$ cat config.mk
export PLATFORM = sky130hd
export DESIGN_NAME = collatz_unit
export DESIGN_NICKNAME = d
export VERILOG_FILES = /design/src/rtl/collatz_pkg.sv /design/src/rtl/collatz_step.sv /design/src/rtl/collatz_below.sv /design/src/rtl/collatz_unit.sv
export SDC_FILE = /design/constraint.sdc
export NUM_CORES = 1
export LEC_CHECK = 0
export BUFFER_PORTS_ARGS = -buffer_cell sky130_fd_sc_hd__buf_2
export CAP_MARGIN = 5
export CORE_ASPECT_RATIO = 0.5
export CORE_MARGIN = 2
export CORE_UTILIZATION = 65
export DETAILED_ROUTE_END_ITERATION = 10
export PLACE_DENSITY = 0.95
export SETUP_SLACK_MARGIN = 0.4
export SLEW_MARGIN = 20
export SYNTH_ARGS = -nofsm -noshare
export SYNTH_HDL_FRONTEND = slang
export SYNTH_HIERARCHICAL = 1
export SYNTH_SLANG_ARGS = --single-unit
$ cat constraint.sdc
create_clock -name clk_i -period 20.6 [get_ports clk_i]
set_input_delay 4.12 -clock clk_i [delete_from_list [all_inputs] [get_ports clk_i]]
set_output_delay 4.12 -clock clk_i [all_outputs]
set_load 0.005 [all_outputs]
$ cat src/rtl/collatz_pkg.sv
package collatz_pkg;

    typedef enum logic [1:0] {
        ST_IDLE = 2'd0,
        ST_RUN  = 2'd1,
        ST_HALT = 2'd2
    } unit_state_e;

    typedef enum logic [1:0] {
        CAUSE_NONE = 2'b00,
        CAUSE_OVF  = 2'b01,
        CAUSE_TMO  = 2'b10
    } alert_cause_e;

endpackage

$ cat src/rtl/collatz_step.sv
module collatz_step #(
    parameter int W = 128
) (
    input  logic [W-1:0] cur_i,
    output logic [W-1:0] nxt_o,
    output logic         ovf_o
);
    localparam int EW = W + 2;

    logic [EW-1:0] wide_cur;
    logic [EW-1:0] tripled;

    always_comb begin
        wide_cur = {2'b00, cur_i};
        tripled  = (wide_cur << 1) + wide_cur + EW'(1);
        if (cur_i[0]) begin
            nxt_o = tripled[W-1:0];
            ovf_o = |tripled[EW-1:W];
        end else begin
            nxt_o = {1'b0, cur_i[W-1:1]};
            ovf_o = 1'b0;
        end
    end

    // an even step can never overflow
    always_comb begin
        if (!cur_i[0]) begin
            p_even_no_ovf_r3 : assert (!ovf_o);
        end
    end
endmodule

$ cat src/rtl/collatz_below.sv
module collatz_below #(
    parameter int W = 128
) (
    input  logic [W-1:0] val_i,
    input  logic [W-1:0] ref_i,
    output logic         lt_o
);
    assign lt_o = (val_i < ref_i);
endmodule

$ cat src/rtl/collatz_unit.sv
module collatz_unit
    import collatz_pkg::*;
#(
    parameter int W     = 128,
    parameter int LIMIT = 8192
) (
    input  logic         clk_i,
    input  logic         rst_ni,
    output logic         ready_o,
    input  logic         load_i,
    input  logic [W-1:0] seed_i,
    output logic         done_o,
    output logic         alert_o,
    output logic [1:0]   cause_o,
    output logic [W-1:0] culprit_o,
    input  logic         clear_i
);
    localparam int CW = $clog2(LIMIT + 1);
    localparam logic [CW-1:0] LAST_STEP = CW'(LIMIT - 1);

    typedef struct packed {
        unit_state_e  st;
        logic [W-1:0] cur;
        logic [W-1:0] seed;
        logic [CW-1:0] steps;
        logic         done;
        alert_cause_e cause;
    } regs_t;

    regs_t regs_d, regs_q;

    logic [W-1:0] nxt_w;
    logic         ovf_w;
    logic         below_w;

    collatz_step #(.W(W)) u_step (
        .cur_i (regs_q.cur),
        .nxt_o (nxt_w),
        .ovf_o (ovf_w)
    );

    collatz_below #(.W(W)) u_below (
        .val_i (nxt_w),
        .ref_i (regs_q.seed),
        .lt_o  (below_w)
    );

    always_comb begin
        regs_d      = regs_q;
        regs_d.done = 1'b0;
        unique case (regs_q.st)
            ST_IDLE: begin
                if (load_i) begin
                    regs_d.st    = ST_RUN;
                    regs_d.cur   = seed_i;
                    regs_d.seed  = seed_i;
                    regs_d.steps = '0;
                end
            end
            ST_RUN: begin
                if (ovf_w) begin
                    regs_d.st    = ST_HALT;
                    regs_d.cause = CAUSE_OVF;
                end else if (below_w) begin
                    regs_d.st   = ST_IDLE;
                    regs_d.done = 1'b1;
                end else if (regs_q.steps == LAST_STEP) begin
                    regs_d.st    = ST_HALT;
                    regs_d.cause = CAUSE_TMO;
                end else begin
                    regs_d.cur   = nxt_w;
                    regs_d.steps = regs_q.steps + CW'(1);
                end
            end
            ST_HALT: begin
                if (clear_i) begin
                    regs_d.st    = ST_IDLE;
                    regs_d.cause = CAUSE_NONE;
                end
            end
            default: begin
                regs_d.st    = ST_IDLE;
                regs_d.cause = CAUSE_NONE;
            end
        endcase
    end

    always_ff @(posedge clk_i or negedge rst_ni) begin
        if (!rst_ni) begin
            regs_q.st    <= ST_IDLE;
            regs_q.cur   <= '0;
            regs_q.seed  <= '0;
            regs_q.steps <= '0;
            regs_q.done  <= 1'b0;
            regs_q.cause <= CAUSE_NONE;
        end else begin
            regs_q <= regs_d;
        end
    end

    assign ready_o   = (regs_q.st == ST_IDLE);
    assign alert_o   = (regs_q.st == ST_HALT);
    assign done_o    = regs_q.done;
    assign cause_o   = regs_q.cause;
    assign culprit_o = alert_o ? regs_q.seed : '0;

    // success is a single-cycle pulse
    p_done_pulse_r2 : assert property (@(posedge clk_i) disable iff (!rst_ni)
        done_o |=> !done_o);
    // success leaves the unit ready and without a cause
    p_done_ready_r2 : assert property (@(posedge clk_i) disable iff (!rst_ni)
        done_o |-> (ready_o && cause_o == 2'b00));
    // an overflow alert follows a step that flagged overflow
    p_ovf_source_r3 : assert property (@(posedge clk_i) disable iff (!rst_ni)
        ($rose(alert_o) && cause_o == 2'b01) |-> $past(ovf_w));
    // the step counter never passes the limit
    p_steps_bound_r4 : assert property (@(posedge clk_i) disable iff (!rst_ni)
        regs_q.steps <= LAST_STEP);
    // never ready and alerted together
    p_ready_excl_r5 : assert property (@(posedge clk_i) disable iff (!rst_ni)
        !(ready_o && alert_o));
    // an alert holds its cause until cleared
    p_cause_hold_r5 : assert property (@(posedge clk_i) disable iff (!rst_ni)
        (alert_o && !clear_i) |=> (alert_o && $stable(cause_o)));
    // readback is stable while alerted
    p_culprit_hold_r6 : assert property (@(posedge clk_i) disable iff (!rst_ni)
        (alert_o && !clear_i) |=> $stable(culprit_o));
    // a clear during an alert returns to idle
    p_clear_idle_r7 : assert property (@(posedge clk_i) disable iff (!rst_ni)
        (alert_o && clear_i) |=> (ready_o && !alert_o && cause_o == 2'b00));
    // the starting value of a run cannot change while busy
    p_seed_hold_r8 : assert property (@(posedge clk_i) disable iff (!rst_ni)
        (!ready_o && $past(!ready_o)) |-> $stable(regs_q.seed));
endmodule

* After elaboration in Yosys (flattened, before gate mapping)
Cells that the tools add are included.
Word-level totals: input port bits 132, register bits 275
Cells by class: equality and inequality tests 11, reductions and logical operators 7, multiplexer cells 22, bitwise logic cells 1, add/subtract/negate cells 3, magnitude comparators 1
Operators by type and width (number):
- two-way mux 128 bit | 5
- two-way mux 272 bit | 1
- case mux 128 bit (2 select lines) | 1
- adder 129 x 128 -> 130 bit | 1
- adder 130 x 1 -> 130 bit (second input constant) | 1
- < comparator 128 bit | 1
- two-way mux 14 bit | 2
- case mux 14 bit (2 select lines) | 1
- two-way mux 15 bit | 1
- adder 14 x 1 -> 14 bit (second input constant) | 1
- == test 14 x 13 -> 1 bit (second input constant) | 1
- two-way mux 2 bit | 6
- case mux 2 bit (3 select lines) | 2
- inequality test 2 bit (second input constant) | 3
- inequality test 3 bit (second input constant) | 2
- AND reduction 5 bit | 1
- inequality test 2 x 1 -> 1 bit (second input constant) | 2
- inequality test 4 bit (second input constant) | 1
- AND reduction 4 bit | 1
- two-way mux 1 bit | 3
- AND reduction 3 bit | 1
- == test 2 x 1 -> 1 bit (second input constant) | 1
- == test 2 bit (second input constant) | 1
- logical NOT 2 bit | 1
- other kinds (4) | 4

* Longest topological paths before layout
depth after elaboration 7, depth in mapped cells 30, mapped depth without buffers 25

* By module
Netlist, hierarchy kept.
Modules (own cells, without submodules):
- collatz_unit | instances 1, area an instance 13299.0 um^2, seq. area each 6881.6 um^2, cells an instance 1540
- collatz_step | instances 1, area an instance 10581.4 um^2, seq. area each 0.0 um^2, cells an instance 1592
- collatz_below | instances 1, area an instance 3221.8 um^2, seq. area each 0.0 um^2, cells an instance 465

* Worst setup path before layout
Ideal clock, no wire load.
kind register -> register, start register regs_q[145], end register regs_q[171], buffers on the path 5, library setup time 0.082 ns, data required time 20.518 ns, arrival time 6.499 ns, slack 14.019 ns, period minus slack after synthesis 6.581 ns, cell stages (with the launch flop) 30, path through dfrtp_1 clkbuf_1 inv_1 clkbuf_1 buf_1 fa_1 nand2b_1 a21oi_1 o21ai_0 a22oi_1 o2111a_1 o2111ai_2 a211oi_2 o211ai_1 a31o_2 o2111a_1 a221o_1 ha_1 nand4_1 nor4_2 nand4_4 nor4_4 o21ai_1 nand4_1 a31oi_1 nor3_2 clkbuf_1 clkbuf_1 a211oi_1 a31oi_1
RTL lines:
- start, declared | RTL line collatz_unit.sv:30 | regs_t regs_d, regs_q;
- start signal, assigned | RTL line collatz_unit.sv:97 | regs_q <= regs_d;
- adder 129 x 128 -> 130 bit | RTL line collatz_step.sv:15 | tripled = (wide_cur << 1) + wide_cur + EW'(1);
- adder 130 x 1 -> 130 bit | RTL line collatz_step.sv:15
- two-way mux 128 bit (*) | RTL line collatz_step.sv:16 | if (cur_i[0]) begin
- net nxt_w[115] | RTL line collatz_unit.sv:32 | logic [W-1:0] nxt_w;
- < comparator 128 bit (*) | RTL line collatz_below.sv:8 | assign lt_o = (val_i < ref_i);
- net below_w | RTL line collatz_unit.sv:34 | logic below_w;
- inequality test 2 bit (no source line) (*)
- AND reduction 5 bit (no source line) (*)
The timed path passes the listed nets; every way through them passes the cells marked *. The select of a mux whose other input is x is not followed. A chain may end at the register's enable or synchronous reset.

* Worst setup path after layout
start register regs_q[145], end register regs_q[190]
The elaborated chain is that of the path after synthesis.

==> results.cfg <==
[global_routing]
grt_max_degree = 98
grt_pass1_wl_mm = 137
grt_pass1_vias = 27300
grt_overflow_total = 0
antenna_found_initial = 1
track_usage = 0.381

[worst_setup_path]
start_kind = flip-flop
rr_endpoint = regs_q[190]
cp.required_ns = 21.10
path_max_fanout = 76
slowest_delay_ns = 0.95
reg2reg_from = regs_q[145]
slowest_stage = dfrtp_4
r2r.worst_path.cells = 27
arrival_ns = 9.77
end_kind = flip-flop
crit_type = flip-flop to flip-flop
path_common_cell = buf_4
r2r_slack_ns = 11.33

[yosys]
yosys_warnings = 6
synth_top_flop_cell = dfrtp_1
syn_area_um2 = 27100
avgSynthCellArea_um2 = 7.53
synth_fp_nets = 3989
synthArstFlopShare = 1.00
synth_cells = 3597
synthDistinctLibCells = 85
synthTopCellsByArea = dfrtp_1 (25%), ha_1 (12%), nand2_1 (9.9%)
synth.most_common_cell = nand2_1
yosys.area.top_type_share = 0.254
ys_ff_latch = 275
synth_largest_area_cell = dfrtp_1
ys_seq_area_frac = 0.254
synth_common_cells = nand2_1 (716), dfrtp_1 (275), a21oi_1 (262)
synth_edf_count = 0

[floorplan]
die_area_um2 = 43400
die_w_um = 293
die-height_um = 148
rows = 52
design.core.area_um2 = 40800
initial_utilization = 0.664
io_pins = 265

[clock_network]
cts_tree = done
cts_made_buffers = 28
hold_buffers = 0
cts_sinks = 275
ctsLongestPathBuffers = 3
path_clk_slew_ns = 0.07
cts_setup_buffers = 0
cts_root_buffer = clkbuf_16
clk_latency_ns = 0.60
h-tree-depth = 1
cts_resized = 0

[routing]
vias_per_cell = 6.70
ant_nets = 0
drc_errors = 0
drtPass1Iterations = 7
post_drt_wl_per_cell_um = 20.1
drt-initial-drc-count = 3170
vias = 28400
drt-total-wl_mm = 85.1

[cells_and_area]
stdcell_count = 4237
drive_gt1_frac = 0.130
nNetsFinal = 4068
area_growth_pct = 7.90
n_fill_cell = 3173

[sta]
timing.final.max_slew_violations = 0
setup_viol = 0
relSlewSlack = 0.232
fin_crit_sh = 0.450
max_freq_mhz = 108
hold_viol = 0
worst_pin_slew_ns = 1.14
min_period_ns = 9.27
holdWs_ns = 0.492
rsz0062_at_grt = no
tns_ns = 0
skew_ns = 0.0201

[placed_design]
gp_routability_congestion = 1.04
post-dp-hpwl_mm = 61.8
port_buffers = 264
placedCellCount = 4185

[min_path]
holdPathEnd = regs_q[92]
hp-class = flip-flop to flip-flop
min_from = regs_q[92]
hold_depth = 2

[run_status]
status = complete, no violations

[flow_run]
maxCapViolations = 0
[state kept, by name, indices dropped and copies added (netlist names)]
register and count:
done_o 1, regs_q 272, cause_o 2
[how the worst max path moves through the flow]
| stage | from | endpoint | slack [ns] |
|---|---|---|---|
| finish | regs_q[145] | regs_q[190] | 11.33 |
| global route | regs_q[145] | regs_q[245] | 11.01 |
| CTS | regs_q[145] | regs_q[190] | 11.64 |
| detailed placement | regs_q[145] | regs_q[190] | 11.73 |
| global placement | regs_q[145] | regs_q[6] | 11.97 |
| floorplan | regs_q[145] | regs_q[171] | 14.02 |
[layer usage]
metal | vias to the layer above | GRT usage | share of wire
li1 | 13100 | - | -
met1 | 13500 | 0.507 | 0.42
met2 | 1515 | 0.632 | 0.46
met3 | 263 | 0.0687 | 0.089
met4 | 2 | 0.127 | 0.030
met5 | - | 0 | 0.0014
[area by class of cell]
cell class | instances | area [µm²] | share of cell area
clock inverters | 9 | 113 | 0.00385
multi-input cells | 2887 | 18500 | 0.631
inverters | 197 | 741 | 0.0253
well taps | 540 | 676 | 0.0231
diodes | 1 | 2.50 | 0.0000856
clock buffers | 41 | 831 | 0.0284
flip-flops and latches | 275 | 6890 | 0.235
repair buffers | 287 | 1530 | 0.0523
[metrics by stage]
stage,setup slack (ns),utilization,instance area (µm²)
after CTS,11.64,0.716,29200
after floorplan,14.02,-,27100
after global placement,11.97,0.693,28300
after global routing,11.01,0.717,29200
after detailed placement,11.73,0.693,28300
final,11.33,0.717,29200
[worst max-delay path: cells and delay by family, from the launching register on]
kind	cells	cell delay [ns]
compound gates	13	3.46
fa+ha+maj	2	0.87
simple gates	8	1.87
flops	1	0.95
buf+inv	4	1.89
[layout by cell type (no fill, tap or decap), types with 7 or more instances in the layout]
cell / Yosys / routed
o211ai_1: 17 / 17
mux2_2: 102 / 102
ha_1: 259 / 259
nand3_1: 164 / 164
clkbuf_16: 0 / 29
a31oi_1: 157 / 157
nor2_1: 139 / 139
and3_1: 17 / 17
xor2_1: 40 / 40
nor3_1: 52 / 52
o21bai_1: 39 / 39
o21ai_0: 147 / 147
o31ai_1: 17 / 17
a221oi_1: 10 / 10
nor4_1: 9 / 8
nand2b_1: 16 / 15
and2_1: 137 / 136
a211oi_1: 144 / 144
nor2b_1: 20 / 18
inv_1: 196 / 196
o21ai_1: 15 / 15
nand2_1: 716 / 715
nand4_1: 91 / 91
buf_2: 32 / 262
xnor2_1: 67 / 67
or4_1: 9 / 9
dfrtp_1: 275 / 274
buf_4: 2 / 22
o21a_1: 31 / 31
or2_2: 8 / 8
a22oi_1: 9 / 9
a21oi_1: 262 / 262
and4_1: 17 / 17
or3_1: 13 / 13
a21o_1: 63 / 63
a221o_1: 7 / 7
[logic make-up after synthesis]
group	after synthesis	synth area share
adder cells (fa/ha/maj)	260	0.120
AND/OR/NAND/NOR	1426	0.246
buffers and inverters	435	0.0664
flip-flops	275	0.254
AO/OA/AOI/OAI	988	0.235
multiplexers	106	0.0439
XOR/XNOR	107	0.0346
Power is not shown: default switching activity piles up to over one toggle a cycle in this logic, so the estimate is an artifact.
